===== config.mk =====
export PLATFORM = sky130hd
export DESIGN_NAME = ivl_timer_chan
export DESIGN_NICKNAME = d
export VERILOG_FILES = /design/src/rtl/ivl_pkg.sv /design/src/rtl/ivl_core.sv /design/src/rtl/ivl_regs.sv /design/src/rtl/ivl_timer_chan.sv
export SDC_FILE = /design/constraint.sdc
export NUM_CORES = 1
export LEC_CHECK = 0
export ABC_AREA = 1
export BUFFER_PORTS_ARGS = -buffer_cell sky130_fd_sc_hd__buf_2
export CORE_ASPECT_RATIO = 1.4
export CORE_UTILIZATION = 50
export CTS_BUF_LIST = sky130_fd_sc_hd__clkbuf_2 sky130_fd_sc_hd__clkbuf_4 sky130_fd_sc_hd__clkbuf_8
export CTS_CLUSTER_DIAMETER = 50
export DETAILED_ROUTE_END_ITERATION = 10
export GPL_TIMING_DRIVEN = 1
export PLACE_DENSITY = 0.72
export SLEW_MARGIN = 40
export SYNTH_ARGS = -nofsm -noshare
export SYNTH_HDL_FRONTEND = slang
export SYNTH_SLANG_ARGS = --single-unit

===== constraint.sdc =====
create_clock -name clk -period 2.44 [get_ports clk]
set_clock_uncertainty 0.15 [all_clocks]
set_input_delay 0.122 -clock clk [delete_from_list [all_inputs] [get_ports clk]]
set_output_delay 0.122 -clock clk [all_outputs]
set_load 0.1 [all_outputs]

===== src/rtl/ivl_pkg.sv =====
package ivl_pkg;
  localparam int unsigned ADDR_W = 2;

  typedef enum logic [ADDR_W-1:0] {
    REG_IVAL = 2'd0,
    REG_CNT  = 2'd1,
    REG_STAT = 2'd2
  } reg_sel_e;

  localparam int unsigned STAT_FLAG = 0;
  localparam int unsigned STAT_RUN  = 1;
endpackage


===== src/rtl/ivl_core.sv =====
module ivl_core #(
  parameter int unsigned CNT_W = 24
) (
  input  logic             clk,
  input  logic             rst_n,
  input  logic             repeat_mode,
  input  logic             ld_wr,
  input  logic [CNT_W-1:0] ld_val,
  input  logic             ld_force,
  input  logic [CNT_W-1:0] reload_val,
  output logic [CNT_W-1:0] cnt,
  output logic             running,
  output logic             tc
);
  localparam logic [CNT_W-1:0] ONE = CNT_W'(1);

  logic [CNT_W-1:0] cnt_q, cnt_d;
  logic             run_q, run_d;
  logic             upd_en;

  always_comb begin
    tc     = run_q && (cnt_q == '0);
    cnt_d  = cnt_q;
    run_d  = run_q;
    upd_en = ld_wr || run_q;
    if (ld_wr && !run_q) begin
      if (ld_val != '0) begin
        cnt_d = ld_val - ONE;
        run_d = 1'b1;
      end
    end else if (ld_wr && ld_force) begin
      if (ld_val == '0) begin
        cnt_d = '0;
        run_d = 1'b0;
      end else begin
        cnt_d = ld_val - ONE;
      end
    end else if (tc) begin
      if (repeat_mode && (reload_val != '0)) begin
        cnt_d = reload_val - ONE;
      end else begin
        run_d = 1'b0;
      end
    end else if (run_q) begin
      cnt_d = cnt_q - ONE;
    end
  end

  always_ff @(posedge clk or negedge rst_n) begin
    if (!rst_n) begin
      cnt_q <= '0;
      run_q <= 1'b0;
    end else if (upd_en) begin
      cnt_q <= cnt_d;
      run_q <= run_d;
    end
  end

  assign cnt     = cnt_q;
  assign running = run_q;
endmodule


===== src/rtl/ivl_regs.sv =====
module ivl_regs
  import ivl_pkg::*;
#(
  parameter int unsigned CNT_W  = 24,
  parameter int unsigned DATA_W = 32
) (
  input  logic              clk,
  input  logic              rst_n,
  input  logic              bus_wr,
  input  logic [ADDR_W-1:0] bus_addr,
  input  logic [DATA_W-1:0] bus_wdata,
  output logic [DATA_W-1:0] bus_rdata,
  input  logic [CNT_W-1:0]  cnt,
  input  logic              running,
  input  logic              tc,
  output logic              ld_wr,
  output logic [CNT_W-1:0]  ld_val,
  output logic              ld_force,
  output logic [CNT_W-1:0]  reload_val,
  output logic              flag
);
  localparam int unsigned PAD_W = DATA_W - CNT_W;
  localparam int unsigned FORCE_BIT = DATA_W - 1;

  logic [CNT_W-1:0] ival_q, ival_d;
  logic             flag_q, flag_d;
  logic             flag_clr;

  always_comb begin
    ld_wr      = bus_wr && (bus_addr == REG_IVAL);
    ld_val     = bus_wdata[CNT_W-1:0];
    ld_force   = bus_wdata[FORCE_BIT];
    ival_d     = ld_wr ? ld_val : ival_q;
    reload_val = ival_d;
    flag_clr   = bus_wr && (bus_addr == REG_STAT) && bus_wdata[STAT_FLAG];
    flag_d     = tc ? 1'b1 : (flag_clr ? 1'b0 : flag_q);
  end

  always_ff @(posedge clk or negedge rst_n) begin
    if (!rst_n) begin
      ival_q <= '0;
    end else if (ld_wr) begin
      ival_q <= ival_d;
    end
  end

  always_ff @(posedge clk or negedge rst_n) begin
    if (!rst_n) begin
      flag_q <= 1'b0;
    end else if (tc || flag_clr) begin
      flag_q <= flag_d;
    end
  end

  always_comb begin
    bus_rdata = '0;
    case (bus_addr)
      REG_IVAL: bus_rdata = {{PAD_W{1'b0}}, ival_q};
      REG_CNT:  bus_rdata = {{PAD_W{1'b0}}, cnt};
      REG_STAT: begin
        bus_rdata[STAT_FLAG] = flag_q;
        bus_rdata[STAT_RUN]  = running;
      end
      default:  bus_rdata = '0;
    endcase
  end

  assign flag = flag_q;
endmodule


===== src/rtl/ivl_timer_chan.sv =====
module ivl_timer_chan
  import ivl_pkg::*;
#(
  parameter int unsigned CNT_W  = 24,
  parameter int unsigned DATA_W = 32
) (
  input  logic              clk,
  input  logic              rst_n,
  input  logic              repeat_mode,
  input  logic              bus_wr,
  input  logic [ADDR_W-1:0] bus_addr,
  input  logic [DATA_W-1:0] bus_wdata,
  output logic [DATA_W-1:0] bus_rdata,
  output logic              irq
);
  logic [1:0]       rst_pipe_q;
  logic             rst_sync_n;
  logic             ld_wr, ld_force, tc, running;
  logic [CNT_W-1:0] ld_val, reload_val, cnt;

  always_ff @(posedge clk or negedge rst_n) begin
    if (!rst_n) begin
      rst_pipe_q <= '0;
    end else begin
      rst_pipe_q <= {rst_pipe_q[0], 1'b1};
    end
  end
  assign rst_sync_n = rst_pipe_q[1];

  ivl_regs #(.CNT_W(CNT_W), .DATA_W(DATA_W)) u_regs (
    .clk        (clk),
    .rst_n      (rst_sync_n),
    .bus_wr     (bus_wr),
    .bus_addr   (bus_addr),
    .bus_wdata  (bus_wdata),
    .bus_rdata  (bus_rdata),
    .cnt        (cnt),
    .running    (running),
    .tc         (tc),
    .ld_wr      (ld_wr),
    .ld_val     (ld_val),
    .ld_force   (ld_force),
    .reload_val (reload_val),
    .flag       (irq)
  );

  ivl_core #(.CNT_W(CNT_W)) u_core (
    .clk         (clk),
    .rst_n       (rst_sync_n),
    .repeat_mode (repeat_mode),
    .ld_wr       (ld_wr),
    .ld_val      (ld_val),
    .ld_force    (ld_force),
    .reload_val  (reload_val),
    .cnt         (cnt),
    .running     (running),
    .tc          (tc)
  );
endmodule


==> results of run 1 <==
## kinds of logic (layout without fill, tap and decap cells)
family,Yosys count,in the layout,share of synthesized area [%]
AOI/OAI and AO/OA,118,118,15.1
xor gates and xnor gates,24,24,4.74
adders and majority gates,2,2,0.565
buffers and inverters,146,293,14.6
DFF,52,52,29.4
other,2,9,0.170
and+or+nand+nor,374,374,35.5
## stage by stage
step / worst slack (ps) / util [%] / TNS (ps) / instance area, um^2 / hold slack [ps]
6_report: -18.4 / 70.3 / -40.0 / 6050 / 19.0
3_5_place_dp: -197 / 61.9 / -1550 / 5330 / -242
2_1_floorplan: 96.6 / - / 0 / 4460 / -324
5_1_grt: -145 / 70.3 / -1450 / 6050 / 31.1
3_3_place_gp: -171 / 61.9 / -811 / 5330 / -244
4_1_cts: -28.3 / 66.7 / -28.3 / 5750 / 4.08
## sequential cells by signal (all words and copies together), names as in the netlist
name,cells
u_regs.flag,1
u_core.running,1
u_regs.ival_q,24
rst_pipe_q,2
u_core.cnt,24
## metal layers
metal / vias up / GRT usage [%] / wire, um
met1: 2527 / 42.3 / 6420
met3: 96 / 7.12 / 1020
met5: - / 0 / 0
met2: 270 / 65.8 / 8550
met4: 0 / 35.7 / 1640
li1: 2560 / - / -
## final cells by class
| type | instances | area [um^2] | area share (%) |
|---|---|---|---|
| multi-input cells | 527 | 2860 | 47.3 |
| flip-flops and latches | 52 | 1300 | 21.5 |
| repair buffers | 168 | 1220 | 20.2 |
| inverters | 117 | 442 | 7.29 |
| well taps | 105 | 131 | 2.17 |
| clock buffers | 5 | 68.8 | 1.14 |
| clock inverters | 3 | 22.5 | 0.372 |
## what timing repair did
action / CTS / global route
setup endpoints to repair: 20 / 24
pin swaps: 17 / 32
buffers inserted: 7 / 6
gates resized for setup: 42 / 86
hold endpoints to repair: 15 / 0
hold buffers: 16 / 0
## worst max-delay path, delay by kind of cell (launching register included)
family	cells	cell delay, ps
AND/OR/NAND/NOR	12	1060
XOR/XNOR	1	140
adder cells (fa/ha/maj)	1	140
flip-flops	1	350
buffers and inverters	5	360
AO/OA/AOI/OAI	1	170
## final timing paths
path,slack (ps),end,start
worst min register to register,100,u_regs.ival_q[13],rst_pipe_q[1]
worst min-delay path,20,u_regs.ival_q[8],bus_wdata[8]
max in group asynchronous,1480,u_core.cnt[14],rst_pipe_q[1]
worst max register to register,-20,u_core.cnt[16],u_core.cnt[15]
min in group asynchronous,100,u_regs.ival_q[13],rst_pipe_q[1]
worst max-delay path,-20,u_core.cnt[16],u_core.cnt[15]
## synth_stat cells, types with 7 or more instances
cell                        n
sky130_fd_sc_hd__a21oi_1   29
sky130_fd_sc_hd__xnor2_1    7
sky130_fd_sc_hd__o21ai_1   26
sky130_fd_sc_hd__o21ai_2    7
sky130_fd_sc_hd__inv_1    111
sky130_fd_sc_hd__dfrtp_1   52
sky130_fd_sc_hd__nor2_1   111
sky130_fd_sc_hd__nand2_1  176
sky130_fd_sc_hd__xor2_1    17
sky130_fd_sc_hd__nor2_2    10
sky130_fd_sc_hd__nand4_1   10
sky130_fd_sc_hd__buf_6      7
sky130_fd_sc_hd__o22ai_1   23
sky130_fd_sc_hd__nand3_1   48
sky130_fd_sc_hd__o21ai_0   24
sky130_fd_sc_hd__buf_4     10
## layout by cell type, fill, tap and decap left out, drive strengths merged, types with 4 or more instances in the layout
cell / n
nand2: 180
buf: 152
nor2: 123
inv: 118
o21ai: 57
dfrtp: 52
nand3: 48
a21oi: 29
o22ai: 23
xor2: 17
dlygate4sd3: 16
nand4: 10
conb: 9
xnor2: 7
nor3: 6
clkbuf: 5
o211ai: 4
nor4: 4
## power groups by stage
stage	registers [mW]	logic [mW]	clock network [mW]
2_1_floorplan	1.28	2.11	0
6_report	1.29	4.07	0.545
3_3_place_gp	1.27	3.37	0
3_5_place_dp	1.28	3.41	0
5_1_grt	1.31	4.35	0.580
4_1_cts	1.27	3.65	0.557
==> flow_results.xml, run 1 <==
<?xml version="1.0" encoding="UTF-8"?>
<metrics>
  <group name="drt">
    <metric name="vias" unit="">5453</metric>
    <metric name="drc" unit="">0</metric>
    <metric name="post_drt_via_cell_ratio" unit="">5.58</metric>
    <metric name="detail-route-antenna-nets" unit="">0</metric>
    <metric name="finalWirelength" unit="um">17600</metric>
    <metric name="drt-wirelength-per-cell" unit="um">18.0</metric>
    <metric name="firstDrtPassIters" unit="">5</metric>
    <metric name="drt_first_iter_violations" unit="">474</metric>
  </group>
  <group name="sta">
    <metric name="final_cycle_utilization_of_the_critical_path" unit="%">101</metric>
    <metric name="final-max-slew-violation-count" unit="">0</metric>
    <metric name="max_slew_margin" unit="%">50.9</metric>
    <metric name="setup_viol_count_final" unit="">4</metric>
    <metric name="final_period_demand_of_the_worst_path" unit="ps">2460</metric>
    <metric name="grt_setup_unrepaired" unit="">yes</metric>
    <metric name="finalHoldViolCount" unit="">0</metric>
    <metric name="layout_setup_ws" unit="ps">-18.4</metric>
    <metric name="timing_worst_slew_pin_value" unit="ps">736</metric>
    <metric name="fmax" unit="GHz">0.407</metric>
  </group>
  <group name="global_routing">
    <metric name="grt_start_max_net_pins" unit="">32</metric>
    <metric name="grt_pass1_wl" unit="um">26800</metric>
    <metric name="via_count_of_the_first_global_routing_pass" unit="">5324</metric>
    <metric name="number_of_antenna_violations_at_the_first_check_in_global_routing" unit="">0</metric>
    <metric name="grt_overflow_total" unit="">0</metric>
    <metric name="grt_use_total" unit="%">39.9</metric>
  </group>
  <group name="power_and_ir_drop">
    <metric name="fraction_of_power_consumed_by_sequential_logic" unit="%">21.8</metric>
    <metric name="totalPowerFinal" unit="mW">5.90</metric>
    <metric name="power.static_leakage" unit="nW">3.07</metric>
    <metric name="netSwitchingFraction" unit="%">52.8</metric>
    <metric name="vdd_ir_drop_max" unit="mV">0.884</metric>
    <metric name="cellInternalPower" unit="mW">2.79</metric>
    <metric name="power_frac_clock" unit="%">9.2</metric>
    <metric name="power.share.combinational" unit="%">68.9</metric>
    <metric name="switchingPower" unit="mW">3.11</metric>
    <metric name="p_per_area" unit="nW/um^2">974</metric>
  </group>
  <group name="placement">
    <metric name="placedCellCount" unit="">940</metric>
    <metric name="place.gp.congestion" unit="">1.01</metric>
    <metric name="buffer_ports.inserted" unit="">55</metric>
    <metric name="place_hpwl" unit="um">13100</metric>
  </group>
  <group name="logic_synthesis">
    <metric name="synth-edff-count" unit="">0</metric>
    <metric name="synth-seq-area-share" unit="%">29.4</metric>
    <metric name="synth.yosys.warnings" unit="">0</metric>
    <metric name="synth_async_sr_flop_share" unit="%">100</metric>
    <metric name="synth_flop_cell" unit="">sky130_fd_sc_hd__dfrtp_1</metric>
    <metric name="main_area_contributors_after_synthesis" unit="">sky130_fd_sc_hd__dfrtp_1, sky130_fd_sc_hd__nand2_1, sky130_fd_sc_hd__inv_1</metric>
    <metric name="syn_area_per_cell" unit="um^2">6.17</metric>
    <metric name="syn-cell-area" unit="um^2">4430</metric>
    <metric name="netlist.area_leader.share" unit="%">29.4</metric>
    <metric name="post_synthesis_cell_count" unit="">718</metric>
    <metric name="netlist.top_cell.by_area" unit="">sky130_fd_sc_hd__dfrtp_1</metric>
    <metric name="synth.distinct_cells" unit="">33</metric>
    <metric name="synth-seq-cells" unit="">52</metric>
  </group>
  <group name="setup_path">
    <metric name="startpoint_type" unit="">register</metric>
    <metric name="setup.worst_path.class" unit="">reg -&gt; reg</metric>
    <metric name="critPathArrivalTime" unit="ps">2570</metric>
    <metric name="crit_path_frequent_cell" unit="">sky130_fd_sc_hd__nand2_2</metric>
    <metric name="crit_path_top_delay_cell" unit="">sky130_fd_sc_hd__dfrtp_1</metric>
    <metric name="endpoint_kind" unit="">register</metric>
    <metric name="timing.reg2reg.worst_path_depth" unit="">20</metric>
    <metric name="crit_required" unit="ps">2550</metric>
    <metric name="worst-path-max-fanout" unit="">4</metric>
    <metric name="crit_path_cell_trace" unit="">inv_1, nand2_1, nor2_2, buf_4, nand2_2, nor2_4, nand2_2, inv_2, nand2_2, nand2_2, inv_2, ha_4, inv_2, nor2_4, nand2_2, nor2_4, nand2_2, xnor2_1, nand2_1, a21oi_1</metric>
    <metric name="critical-path-max-stage-delay" unit="ps">350</metric>
  </group>
  <group name="clock_tree">
    <metric name="max-clock-path-buffers" unit="">2</metric>
    <metric name="htree_levels" unit="">2</metric>
    <metric name="clock-sinks" unit="">52</metric>
    <metric name="clk-insertion-delay-late" unit="ps">330</metric>
    <metric name="cts-buffers-inserted" unit="">5</metric>
    <metric name="cts.clk_slew.worst_paths" unit="ps">110</metric>
    <metric name="cts_root_buffer" unit="">sky130_fd_sc_hd__clkbuf_8</metric>
    <metric name="cts_tree" unit="">built</metric>
  </group>
  <group name="status">
    <metric name="run_status" unit="">finished with violations</metric>
    <metric name="failing_checks" unit="">setup timing</metric>
  </group>
  <group name="floorplanning">
    <metric name="initial_standard_cell_utilization_of_the_core" unit="%">51.5</metric>
    <metric name="die_y" unit="um">113</metric>
    <metric name="rows" unit="">40</metric>
    <metric name="fp.coreArea" unit="um^2">8610</metric>
    <metric name="top_level_ports" unit="">71</metric>
    <metric name="fp.dieW" unit="um">81.6</metric>
    <metric name="dieArea" unit="um^2">9250</metric>
  </group>
  <group name="min_path">
    <metric name="hold_class" unit="">in -&gt; reg</metric>
    <metric name="holdPathStages" unit="">3</metric>
  </group>
  <group name="cells_and_area">
    <metric name="finish.cell_count_without_fillers" unit="">977</metric>
    <metric name="drive_gt1_share" unit="%">31.9</metric>
    <metric name="fillers" unit="">795</metric>
    <metric name="insertedDiodeCount" unit="">0</metric>
    <metric name="fin_nets" unit="">911</metric>
    <metric name="area.growth.synth_to_final" unit="%">36.7</metric>
  </group>
  <group name="job">
    <metric name="reported_max_cap_violation_count" unit="">0</metric>
  </group>
</metrics>
Power figures use the tool's default switching activity.
==> run 2: changes to the inputs <==
Settings changed: TNS_END_PERCENT set to 5.
==> run 2 against run 1 <==
The flow now finishes without violations. Critical path depth fell by 1. Routed wire length fell by 4.9%. Worst setup slack improved by 22 ps. Sequential cell count did not move. Sequential power barely moved. Via count fell by 1.8%. Register-to-register slack improved by 20 ps. Critical endpoint is now u_core.cnt[23]. Largest cell class unchanged.
==> flow_results.xml, run 2 (synthesis gave the netlist of run 1 again) <==
<?xml version="1.0" encoding="UTF-8"?>
<metrics>
  <group name="status">
    <metric name="run_status" unit="">complete, no violations</metric>
  </group>
  <group name="drt">
    <metric name="drc" unit="">0</metric>
    <metric name="firstDrtPassIters" unit="">5</metric>
    <metric name="finalWirelength" unit="um">16800</metric>
    <metric name="detail-route-antenna-nets" unit="">0</metric>
    <metric name="vias" unit="">5357</metric>
    <metric name="drt-wirelength-per-cell" unit="um">17.4</metric>
    <metric name="post_drt_via_cell_ratio" unit="">5.55</metric>
    <metric name="drt_first_iter_violations" unit="">379</metric>
  </group>
  <group name="clock_tree">
    <metric name="clk-insertion-delay-late" unit="ps">330</metric>
    <metric name="cts.clk_slew.worst_paths" unit="ps">110</metric>
    <metric name="max-clock-path-buffers" unit="">2</metric>
    <metric name="cts-buffers-inserted" unit="">5</metric>
    <metric name="cts_root_buffer" unit="">sky130_fd_sc_hd__clkbuf_8</metric>
    <metric name="htree_levels" unit="">2</metric>
    <metric name="clock-sinks" unit="">52</metric>
    <metric name="cts_tree" unit="">built</metric>
  </group>
  <group name="setup_path">
    <metric name="crit_path_top_delay_cell" unit="">sky130_fd_sc_hd__dfrtp_1</metric>
    <metric name="regToRegSetupSlack" unit="ps">3</metric>
    <metric name="crit_path_frequent_cell" unit="">sky130_fd_sc_hd__nand2_1</metric>
    <metric name="cp_num_cells" unit="">19</metric>
    <metric name="crit_required" unit="ps">2560</metric>
    <metric name="critical-path-max-stage-delay" unit="ps">360</metric>
    <metric name="endpoint_kind" unit="">register</metric>
    <metric name="startpoint_type" unit="">register</metric>
    <metric name="worst-path-max-fanout" unit="">16</metric>
    <metric name="setup.worst_path.class" unit="">reg -&gt; reg</metric>
    <metric name="critPathArrivalTime" unit="ps">2560</metric>
    <metric name="timing.reg2reg.worst_path_depth" unit="">19</metric>
    <metric name="cp_num_buf_inv" unit="">4</metric>
    <metric name="timing.critical_path.max_delay_family" unit="">simple AND/OR/NAND/NOR gates</metric>
    <metric name="crit_path_cell_trace" unit="">inv_1, nand2_2, nor2_4, buf_4, nand2_2, nor2_4, nand2_2, buf_8, o21ai_0, buf_4, nor2_1, nand2_1, nor2_2, nand3_1, nand2_1, nand3_1, nand2_1, nand2_1, nand2_1</metric>
  </group>
  <group name="floorplanning">
    <metric name="dieArea" unit="um^2">9250</metric>
    <metric name="fp.dieW" unit="um">81.6</metric>
    <metric name="initial_standard_cell_utilization_of_the_core" unit="%">51.5</metric>
    <metric name="die_y" unit="um">113</metric>
    <metric name="rows" unit="">40</metric>
    <metric name="top_level_ports" unit="">71</metric>
    <metric name="fp.coreArea" unit="um^2">8610</metric>
  </group>
  <group name="sta">
    <metric name="fmax" unit="GHz">0.410</metric>
    <metric name="final-max-slew-violation-count" unit="">0</metric>
    <metric name="timing_worst_slew_pin_value" unit="ps">740</metric>
    <metric name="max_slew_margin" unit="%">50.6</metric>
    <metric name="finalHoldViolCount" unit="">0</metric>
    <metric name="grt_setup_unrepaired" unit="">yes</metric>
    <metric name="setup_viol_count_final" unit="">0</metric>
    <metric name="final_cycle_utilization_of_the_critical_path" unit="%">99.9</metric>
    <metric name="final_period_demand_of_the_worst_path" unit="ps">2440</metric>
  </group>
  <group name="cells_and_area">
    <metric name="fin_nets" unit="">899</metric>
    <metric name="most-common-layout-cells" unit="">sky130_fd_sc_hd__nand2_1, sky130_fd_sc_hd__inv_1, sky130_fd_sc_hd__nor2_1, sky130_fd_sc_hd__buf_4, sky130_fd_sc_hd__buf_2</metric>
    <metric name="area_used_by_multi_input_combinational_logic" unit="um^2">2790</metric>
    <metric name="seq_area" unit="um^2">1300</metric>
    <metric name="area.growth.synth_to_final" unit="%">32.6</metric>
    <metric name="finish.cell_count_without_fillers" unit="">965</metric>
    <metric name="drive_gt1_share" unit="%">28.8</metric>
    <metric name="layout_commonest_cell" unit="">sky130_fd_sc_hd__nand2_1</metric>
    <metric name="finalCoreUtilization" unit="%">68.3</metric>
    <metric name="insertedDiodeCount" unit="">0</metric>
    <metric name="fillers" unit="">806</metric>
  </group>
  <group name="global_routing">
    <metric name="number_of_antenna_violations_at_the_first_check_in_global_routing" unit="">0</metric>
    <metric name="grt_start_max_net_pins" unit="">30</metric>
    <metric name="grt_use_total" unit="%">37.8</metric>
    <metric name="grt_pass1_wl" unit="um">25400</metric>
    <metric name="grt_overflow_total" unit="">0</metric>
    <metric name="via_count_of_the_first_global_routing_pass" unit="">5072</metric>
  </group>
  <group name="placement">
    <metric name="place.gp.congestion" unit="">0.981</metric>
    <metric name="buffer_ports.inserted" unit="">55</metric>
    <metric name="place_hpwl" unit="um">13100</metric>
    <metric name="placedCellCount" unit="">941</metric>
  </group>
  <group name="job">
    <metric name="reported_max_cap_violation_count" unit="">0</metric>
  </group>
  <group name="power_and_ir_drop">
    <metric name="p_per_area" unit="nW/um^2">964</metric>
    <metric name="power.static_leakage" unit="nW">2.98</metric>
    <metric name="vdd_ir_drop_max" unit="mV">0.815</metric>
  </group>
  <group name="min_path">
    <metric name="hold_class" unit="">in -&gt; reg</metric>
    <metric name="holdPathStages" unit="">3</metric>
  </group>
</metrics>
-- run 2: cell types whose count changed in the layout (fill, tap and decap cells not counted), moves of 5 or more --
cell | previous run | this run
sky130_fd_sc_hd__nor2_2 | 19 | 12
sky130_fd_sc_hd__o21ai_0 | 7 | 14
sky130_fd_sc_hd__buf_4 | 88 | 82
sky130_fd_sc_hd__nor2_1 | 89 | 95
sky130_fd_sc_hd__a21oi_1 | 20 | 25
sky130_fd_sc_hd__a21oi_2 | 9 | 4
sky130_fd_sc_hd__buf_6 | 6 | 1
sky130_fd_sc_hd__nand3_1 | 37 | 42
sky130_fd_sc_hd__nand3_2 | 10 | 5
-- run 2: worst paths after layout --
| path | from | to |
|---|---|---|
| max in group asynchronous | rst_pipe_q[1] | u_core.cnt[3] |
| hold reg to reg | rst_pipe_q[1] | u_regs.ival_q[17] |
| setup reg to reg | u_core.cnt[6] | u_core.cnt[23] |
| min in group asynchronous | rst_pipe_q[1] | u_regs.ival_q[17] |
| hold / removal | bus_wdata[14] | u_regs.ival_q[14] |
| setup / recovery | u_core.cnt[6] | u_core.cnt[23] |
-- run 2: layout make-up --
| cell class | instances | area share, % |
|---|---|---|
| Inverter | 117 | 7.64 |
| Sequential cell | 52 | 22.2 |
| Multi-Input combinational cell | 527 | 47.5 |
| Timing Repair Buffer | 156 | 18.8 |
| Clock buffer | 6 | 1.30 |
| Clock inverter | 2 | 0.277 |
| Tap cell | 105 | 2.24 |
-- run 2: worst register-to-register path, cell delays in order, from the launching register on --
cell	delay (ps)
sky130_fd_sc_hd__dfrtp_1	360
sky130_fd_sc_hd__inv_1	60
sky130_fd_sc_hd__nand2_2	80
sky130_fd_sc_hd__nor2_4	50
sky130_fd_sc_hd__buf_4	130
sky130_fd_sc_hd__nand2_2	80
sky130_fd_sc_hd__nor2_4	40
sky130_fd_sc_hd__nand2_2	100
sky130_fd_sc_hd__buf_8	190
sky130_fd_sc_hd__o21ai_0	110
sky130_fd_sc_hd__buf_4	160
sky130_fd_sc_hd__nor2_1	120
sky130_fd_sc_hd__nand2_1	80
sky130_fd_sc_hd__nor2_2	200
sky130_fd_sc_hd__nand3_1	160
sky130_fd_sc_hd__nand2_1	90
sky130_fd_sc_hd__nand3_1	70
sky130_fd_sc_hd__nand2_1	70
sky130_fd_sc_hd__nand2_1	50
sky130_fd_sc_hd__nand2_1	50
-- run 2: metrics by stage --
step                power, mW  worst slack (ps)  setup TNS, ps  hold slack, ps  instance area (um^2)
CTS                      5.39             -31.8          -68.4            2.20                  5660
global route             6.00              -144          -1460            18.3                  5880
detailed placement       4.72              -195          -2680            -242                  5320
finish                   5.67              3.15              0            6.84                  5880
floorplan                3.39              -289           -289            -324                  4460
global placement         4.68             -90.9          -1260            -244                  5320
-- run 2: metal layers --
layer	wire (um)	global-route usage [%]	part of all wire, %	vias to the layer above
met1	6040	41.0	36	2453
met3	944	4.24	5.6	89
met5	0	0	0	-
li1	-	-	-	2537
met4	1500	30.8	8.9	0
met2	8290	64.6	49	278
-- run 2: timing repair --
action                     in CTS  in global routing
setup buffers                   0                  1
gates cloned                    0                  0
setup endpoints to repair      24                 24
resized for setup              37                 65
hold endpoints to repair       14                  0
pin swaps                       8                 22
hold buffers                   15                  0
-- run 2: power breakdown --
group	switching [mW]	leakage [nW]	internal, mW
registers	0.184	0.589	1.13
clock network	0.332	0.0448	0.217
logic	2.46	2.35	1.34
total	2.98	2.98	2.69
